==> src/rtl/rxerr_pkg.sv <==
package rxerr_pkg;
  localparam int unsigned ERR_W  = 7;
  localparam int unsigned REG_W  = 8;
  // classes allowed to alter audio: parity, biphase, confidence, validity, lock loss
  localparam logic [REG_W-1:0] AUDIO_CLASSES = 8'h1F;
  localparam logic [REG_W-1:0] MASK_VALID    = 8'h7F;

  typedef enum logic [1:0] {
    ACT_REPEAT = 2'b00,
    ACT_ZERO   = 2'b01,
    ACT_PASS   = 2'b10,
    ACT_ALT    = 2'b11
  } act_e;
endpackage

==> src/rtl/rxerr_rst_sync.sv <==
module rxerr_rst_sync #(
  parameter int unsigned STAGES = 2
) (
  input  logic clk,
  input  logic rst_n_i,
  output logic rst_n_o
);
  logic [STAGES-1:0] sync_q;
  logic [STAGES-1:0] sync_d;

  always_comb begin
    sync_d = {sync_q[STAGES-2:0], 1'b1};
  end

  always_ff @(posedge clk or negedge rst_n_i) begin
    if (!rst_n_i) sync_q <= '0;
    else          sync_q <= sync_d;
  end

  assign rst_n_o = sync_q[STAGES-1];
endmodule

==> src/rtl/rxerr_mask_reg.sv <==
module rxerr_mask_reg #(
  parameter int unsigned          W     = 8,
  parameter logic [W-1:0]         VALID = '1
) (
  input  logic         clk,
  input  logic         rst_n,
  input  logic         wr_en,
  input  logic [W-1:0] wr_data,
  output logic [W-1:0] mask_o
);
  logic [W-1:0] mask_q;
  logic [W-1:0] mask_d;

  always_comb begin
    mask_d = mask_q;
    if (wr_en) mask_d = wr_data & VALID;
  end

  always_ff @(posedge clk or negedge rst_n) begin
    if (!rst_n) mask_q <= '0;
    else        mask_q <= mask_d;
  end

  assign mask_o = mask_q;
endmodule

==> src/rtl/rxerr_sticky.sv <==
module rxerr_sticky #(
  parameter int unsigned W = 8
) (
  input  logic         clk,
  input  logic         rst_n,
  input  logic [W-1:0] set_i,
  input  logic         clr_i,
  output logic [W-1:0] q_o
);
  for (genvar i = 0; i < W; i++) begin : g_bit
    logic bit_q;
    logic bit_d;

    always_comb begin
      bit_d = (clr_i ? 1'b0 : bit_q) | set_i[i];
    end

    always_ff @(posedge clk or negedge rst_n) begin
      if (!rst_n) bit_q <= 1'b0;
      else        bit_q <= bit_d;
    end

    assign q_o[i] = bit_q;
  end
endmodule

==> src/rtl/rxerr_sample_ctl.sv <==
module rxerr_sample_ctl
  import rxerr_pkg::*;
#(
  parameter int unsigned  W        = 8,
  parameter logic [W-1:0] AFFECTS  = '1
) (
  input  logic         clk,
  input  logic         rst_n,
  input  logic [W-1:0] hits_i,
  input  logic         tick_i,
  input  logic [1:0]   mode_i,
  output logic         hold_o,
  output logic         zero_o
);
  logic pend_q, pend_d;
  logic hold_q, hold_d;
  logic zero_q, zero_d;
  logic now_hit;
  logic affected;
  act_e mode;

  always_comb begin
    mode     = act_e'(mode_i);
    now_hit  = |(hits_i & AFFECTS);
    affected = pend_q | now_hit;
    pend_d   = pend_q | now_hit;
    hold_d   = hold_q;
    zero_d   = zero_q;
    if (tick_i) begin
      pend_d = 1'b0;
      hold_d = 1'b0;
      zero_d = 1'b0;
      if (affected) begin
        unique case (mode)
          ACT_REPEAT, ACT_ALT: hold_d = 1'b1;
          ACT_ZERO:            zero_d = 1'b1;
          ACT_PASS:            ;
        endcase
      end
    end
  end

  always_ff @(posedge clk or negedge rst_n) begin
    if (!rst_n) begin
      pend_q <= 1'b0;
      hold_q <= 1'b0;
      zero_q <= 1'b0;
    end else begin
      pend_q <= pend_d;
      hold_q <= hold_d;
      zero_q <= zero_d;
    end
  end

  assign hold_o = hold_q;
  assign zero_o = zero_q;
endmodule

==> src/rtl/rx_error_filter.sv <==
module rx_error_filter
  import rxerr_pkg::*;
#(
  parameter int unsigned NUM_ERR    = ERR_W,
  parameter int unsigned REG_WIDTH  = REG_W,
  parameter int unsigned SYNC_STAGE = 2
) (
  input  logic                 clk,
  input  logic                 rst_n,
  input  logic [NUM_ERR-1:0]   err_strobe,
  input  logic                 sample_tick,
  input  logic [1:0]           hold_mode,
  input  logic                 mask_wr_en,
  input  logic [REG_WIDTH-1:0] mask_wr_data,
  input  logic                 err_rd,
  output logic [REG_WIDTH-1:0] err_reg,
  output logic                 agg_err,
  output logic                 err_event,
  output logic                 sample_hold,
  output logic                 sample_zero
);
  localparam int unsigned PAD_W = REG_WIDTH - NUM_ERR;

  logic                 rst_int_n;
  logic [REG_WIDTH-1:0] mask_q;
  logic [REG_WIDTH-1:0] strobe_pad;
  logic [REG_WIDTH-1:0] hits;
  logic                 event_q, event_d;

  rxerr_rst_sync #(.STAGES(SYNC_STAGE)) u_rst (
    .clk     (clk),
    .rst_n_i (rst_n),
    .rst_n_o (rst_int_n)
  );

  rxerr_mask_reg #(.W(REG_WIDTH), .VALID(MASK_VALID)) u_mask (
    .clk     (clk),
    .rst_n   (rst_int_n),
    .wr_en   (mask_wr_en),
    .wr_data (mask_wr_data),
    .mask_o  (mask_q)
  );

  always_comb begin
    strobe_pad = {{PAD_W{1'b0}}, err_strobe};
    hits       = strobe_pad & mask_q;
    event_d    = |hits;
  end

  rxerr_sticky #(.W(REG_WIDTH)) u_sticky (
    .clk   (clk),
    .rst_n (rst_int_n),
    .set_i (hits),
    .clr_i (err_rd),
    .q_o   (err_reg)
  );

  always_ff @(posedge clk or negedge rst_int_n) begin
    if (!rst_int_n) event_q <= 1'b0;
    else            event_q <= event_d;
  end

  rxerr_sample_ctl #(.W(REG_WIDTH), .AFFECTS(AUDIO_CLASSES)) u_sample (
    .clk    (clk),
    .rst_n  (rst_int_n),
    .hits_i (hits),
    .tick_i (sample_tick),
    .mode_i (hold_mode),
    .hold_o (sample_hold),
    .zero_o (sample_zero)
  );

  assign agg_err   = |err_reg;
  assign err_event = event_q;
endmodule

==> config.mk <==
export PLATFORM = sky130hd
export DESIGN_NAME = rx_error_filter
export DESIGN_NICKNAME = d
export VERILOG_FILES = /design/src/rtl/rxerr_pkg.sv /design/src/rtl/rxerr_rst_sync.sv /design/src/rtl/rxerr_mask_reg.sv /design/src/rtl/rxerr_sticky.sv /design/src/rtl/rxerr_sample_ctl.sv /design/src/rtl/rx_error_filter.sv
export SDC_FILE = /design/constraint.sdc
export NUM_CORES = 1
export LEC_CHECK = 0
export CELL_PAD_IN_SITES_DETAIL_PLACEMENT = 1
export CELL_PAD_IN_SITES_GLOBAL_PLACEMENT = 2
export CORE_MARGIN = 3
export CORE_UTILIZATION = 27
export DETAILED_ROUTE_END_ITERATION = 8
export GPL_TIMING_DRIVEN = 1
export PLACE_DENSITY = 0.86
export SLEW_MARGIN = 20
export SYNTH_ARGS = -nofsm -noshare
export SYNTH_HDL_FRONTEND = slang
export SYNTH_SLANG_ARGS = --single-unit
==> constraint.sdc <==
create_clock -name clk -period 2.1 [get_ports clk]
set_clock_uncertainty 0.05 [all_clocks]
set_input_delay 0.21 -clock clk [delete_from_list [all_inputs] [get_ports clk]]
set_output_delay 0.21 -clock clk [all_outputs]
set_load 0.02 [all_outputs]
Word-level counts from Yosys, hierarchy flattened
Index checks and enable logic that the tools add are counted.
{"block": "classes", "eq_ne": 2, "mux": 13, "n_bitwise": 10, "reduce_logical": 5}
{"operator": "OR reduction 8 bit", "n": 2}
{"operator": "two-way mux 1 bit", "n": 13}
{"operator": "bitwise OR 1 bit", "n": 8}
{"operator": "bitwise AND 7 bit", "n": 1}
{"operator": "OR reduction 5 bit", "n": 1}
{"operator": "equality test 2 x 1 -> 1 bit (second input constant)", "n": 1}
{"operator": "equality test 2 bit (second input constant)", "n": 1}
{"operator": "zero test 2 bit", "n": 1}
{"operator": "OR reduction 2 bit", "n": 1}
{"operator": "bitwise OR 1 bit (second input constant)", "n": 1}
{"block": "totals", "reg_bits": 21}

Depth between registers and ports, before layout
Gate-level depths: netlist of run 1.
{"block": "depth", "ltp_word": 4, "depth_mapped": 4, "depth_no_buf": 4}

Cells and area by module
From an unflattened synthesis of run 1, not the netlist that was laid out.
{"block": "unflattened", "cells_unflattened": 73, "hier_area_um2": 954.7}
{"module": "rxerr_sticky", "n_inst": 1, "cells_per_inst": 25, "area_per_inst_um2": 324.1, "seq_area_each_um2": 200.2}
{"module": "rxerr_mask_reg", "n_inst": 1, "cells_per_inst": 17, "area_per_inst_um2": 302.8, "seq_area_each_um2": 175.2}
{"module": "rxerr_sample_ctl", "n_inst": 1, "cells_per_inst": 13, "area_per_inst_um2": 155.1, "seq_area_each_um2": 75.1}
{"module": "rx_error_filter", "n_inst": 1, "cells_per_inst": 15, "area_per_inst_um2": 118.9, "seq_area_each_um2": 25.0}
{"module": "rxerr_rst_sync", "n_inst": 1, "cells_per_inst": 3, "area_per_inst_um2": 53.8, "seq_area_each_um2": 50.0}

Least setup slack after synthesis of run 1
OpenSTA, ideal clock, no wires.
{"block": "synth_timing", "kind": "register to register", "from": "register u_mask.mask_q[0], in the netlist u_mask.mask_o[0]", "to": "register u_sample.hold_q, in the netlist u_sample.hold_o", "arrival_time_ns": 0.951, "required_time_ns": 1.903, "slack_ns": 0.951, "stages_incl_launch_ff": 3, "path_cell_list": "dfrtp_1 a222oi_1 a31oi_1"}
{"block": "synth_between", "elab_chain_len": 4}
{"item": "from (decl)", "line": "rxerr_mask_reg.sv:11", "rtl": "logic [W-1:0] mask_q;"}
{"item": "from (signal assigned)", "line": "rxerr_mask_reg.sv:21", "rtl": "else mask_q <= mask_d;"}
{"item": "bitwise AND 7 bit", "line": "rx_error_filter.sv:46", "rtl": "hits = strobe_pad & mask_q;"}
{"item": "OR reduction 5 bit", "line": "rxerr_sample_ctl.sv:24", "rtl": "now_hit = |(hits_i & AFFECTS);"}
{"item": "bitwise OR 1 bit", "line": "rxerr_sample_ctl.sv:25", "rtl": "affected = pend_q | now_hit;"}
{"item": "two-way mux 1 bit", "line": "rxerr_sample_ctl.sv:33", "rtl": "if (affected) begin"}
{"item": "to (signal assigned)", "line": "rxerr_sample_ctl.sv:50", "rtl": "hold_q <= hold_d;"}
{"item": "to (decl)", "line": "rxerr_sample_ctl.sv:16", "rtl": "logic hold_q, hold_d;"}
No other way between the ends.
A chain may end at the register's enable or synchronous reset.

Final worst setup path of run 1
{"block": "layout_timing", "from": "register u_sticky.g_bit[4].bit_q", "to": "output agg_err"}
{"block": "layout_between", "elab_chain_len": 1}
{"item": "from (decl)", "line": "rxerr_sticky.sv:11", "rtl": "logic bit_q;"}
{"item": "from (signal assigned)", "line": "rxerr_sticky.sv:20", "rtl": "else bit_q <= bit_d;"}
{"item": "OR reduction 8 bit", "line": "rx_error_filter.sv:73", "rtl": "assign agg_err = |err_reg;"}
{"item": "to (decl)", "line": "rx_error_filter.sv:17", "rtl": "output logic agg_err,"}
No other way between the ends.

==> results of run 1 <==
-- worst paths after layout --
path	depth (start not counted)	endpoint	slack [ns]	from
min reg2reg	0	u_sticky.g_bit[5].bit_q	0.24	u_rst.sync_q[1]
max	3	agg_err	0.19	u_sticky.g_bit[4].bit_q
min	1	u_rst.sync_q[0]	0.02	rst_n
min in group clk	0	u_rst.sync_q[1]	0.31	u_rst.sync_q[0]
max reg2reg	2	u_sample.hold_o	0.78	u_mask.mask_o[0]
max in group asynchronous	0	u_sticky.g_bit[4].bit_q	1.32	u_rst.sync_q[1]
-- critical path: stages, from the launching register on --
cell             delay, ns
dfrtp_1               0.41
nor4_1                0.30
nand4_1               0.12
clkdlybuf4s50_1       0.54
-- kinds of logic after synthesis --
logic type	after synthesis	synth area share [%]
fa+ha+maj	1	1.49
flops	20	59.5
other cells	2	0.893
mux	9	11.8
buf+inv	18	11.8
simple gates	11	6.10
compound gates	12	8.48
-- cells in the mapped netlist --
cell,count
conb_1,2
ha_1,1
mux2_2,7
nor2b_1,1
nand4_1,2
dfrtp_1,20
buf_4,8
a222oi_1,1
buf_2,1
nand2_1,7
o21ai_0,7
nor4_1,1
a22oi_1,1
a31oi_1,3
mux2i_1,2
inv_1,9
-- through the flow --
step | total power, uW | hold slack (ns) | instances | util (%) | setup slack (ns)
3_3_place_gp | 645 | 0.253 | 126 | 39.4 | 0.487
3_5_place_dp | 652 | 0.274 | 126 | 39.4 | 0.477
2_1_floorplan | 566 | -0.136 | 73 | - | 0.951
6_report | 812 | 0.0242 | 129 | 40.2 | 0.186
5_1_grt | 861 | 0.00730 | 129 | 40.2 | 0.0742
4_1_cts | 823 | 0.0159 | 129 | 40.2 | 0.145
-- where the power goes --
group / switching, uW / leakage (uW) / internal (uW) / total (uW)
clock network: 105 / 0.0000138 / 66.5 / 172
registers: 30.9 / 0.000237 / 425 / 456
logic: 81.2 / 0.000253 / 103 / 184
total: 217 / 0.000504 / 594 / 812
-- flip-flops by register name (all words and copies together) (netlist names) --
register,count
u_mask.mask_o,7
u_sticky.g_bit.bit_q,7
u_rst.sync_q,2
err_event,1
u_sample.hold_o,1
u_sample.pend_q,1
u_sample.zero_o,1
-- metal layers --
metal / up-vias / GRT usage [%]
met2: 18 / 17.3
met5: - / 0
li1: 288 / -
met4: 0 / 4.55
met1: 286 / 12.3
met3: 2 / 2.48
-- cell type report --
class / count / share of cell area, %
flip-flops and latches: 20 / 43.6
inverters: 9 / 2.94
well taps: 31 / 3.38
repair buffers: 31 / 27.0
multi-input cells: 35 / 21.0
clock buffers: 3 / 1.96
==> out/qor.csv, run 1 <==
metric,value,unit
outcome,finished clean,
tightest_slew,0.697,ns
rows,19,
htreeDepth,1,
portBuffers,31,
wl,1650,um
slew_viol_final,0,
cts_made_buffers,3,
drt_iter0_markers,3,
hold_viol,0,
netlist-cell-type-count,16,
wl_per_cell,12.8,um
fillerInstances,327,
ys_ff_latch,20,
die_y,61.8,um
netlist_area,841,um2
layout.nets,123,
startpoint_type,flip-flop,
yosysTopAreaCellShare,59.5,%
min-delay-path-class,in2async,
crit_type,reg2out,
n_antenna_cell,0,
grt_max_degree,19,
detail-route-antenna-nets,0,
grt_pass1_vias,649,
hpwl,1390,um
final_cell_mix,"31 x clkdlybuf4s50_1, 20 x dfrtp_1, 9 x inv_1",
p_leak,0.000504,uW
cts_tree,yes,
root_buffer,clkbuf_4,
layout_commonest_cell,clkdlybuf4s50_1,
clock_tree.buffer_depth,2,
die_x,61.8,um
fmax,522,MHz
dr_total_vias,594,
regArea,500,um2
synth_cells,73,
postSynthAreaPerCell,11.5,um2
insertion_delay,0.28,ns
dieArea,3820,um2
worst_slew_margin_rel,53.5,%
p_per_area,707,nW/um2
placed_area,1120,um2
clock-sinks,20,
drc,0,
cts_resized,0,
core_area,2850,um2
gp_congestion,0.757,
syn_to_final_growth,36.5,%
arrival,1.65,ns
yosys.area.top_type,dfrtp_1,
multi_input_area,241,um2
antenna_found_initial,0,
critPathMaxFanout,3,
syn_nets,96,
drive_above_1_share,10.2,%
start_util,29.5,%
viasPerCell,4.60,
path_clk_slew,0.10,ns
finalSetupTns,0,ns
yosys-top-cells-area,"dfrtp_1 60%, mux2_2 9.4%, buf_4 7.1%",
wl_met2,802,um
rsz0062_at_grt,no,
hold_buffers,0,
met3WireLength,91,um
period_needed,1.91,ns
drt-met1-wl,744,um
grt_pass1_wl,2810,um
ir_drop,0.313,mV
crit_required,1.84,ns
yosys_warnings,0,
firstDrtPassIters,4,
cp-end-kind,output port,
ios,34,
cts_setup_buffers,0,
track_usage,10.2,%
setup_viol,0,
final_cell_area,1150,um2
cap_violations,0,
overflow,0,
seq_area_frac_synth,59.5,%
fin_crit_sh,91.1,%
top_layer_used,met4,
No activity file was read; power rests on OpenSTA's default activity.
==> run 2: changes to the inputs <==
Settings changed: SKIP_LAST_GASP set to 1.
==> results of run 2 <==
Final layout, timing and power as in run 1 (identical DEF).
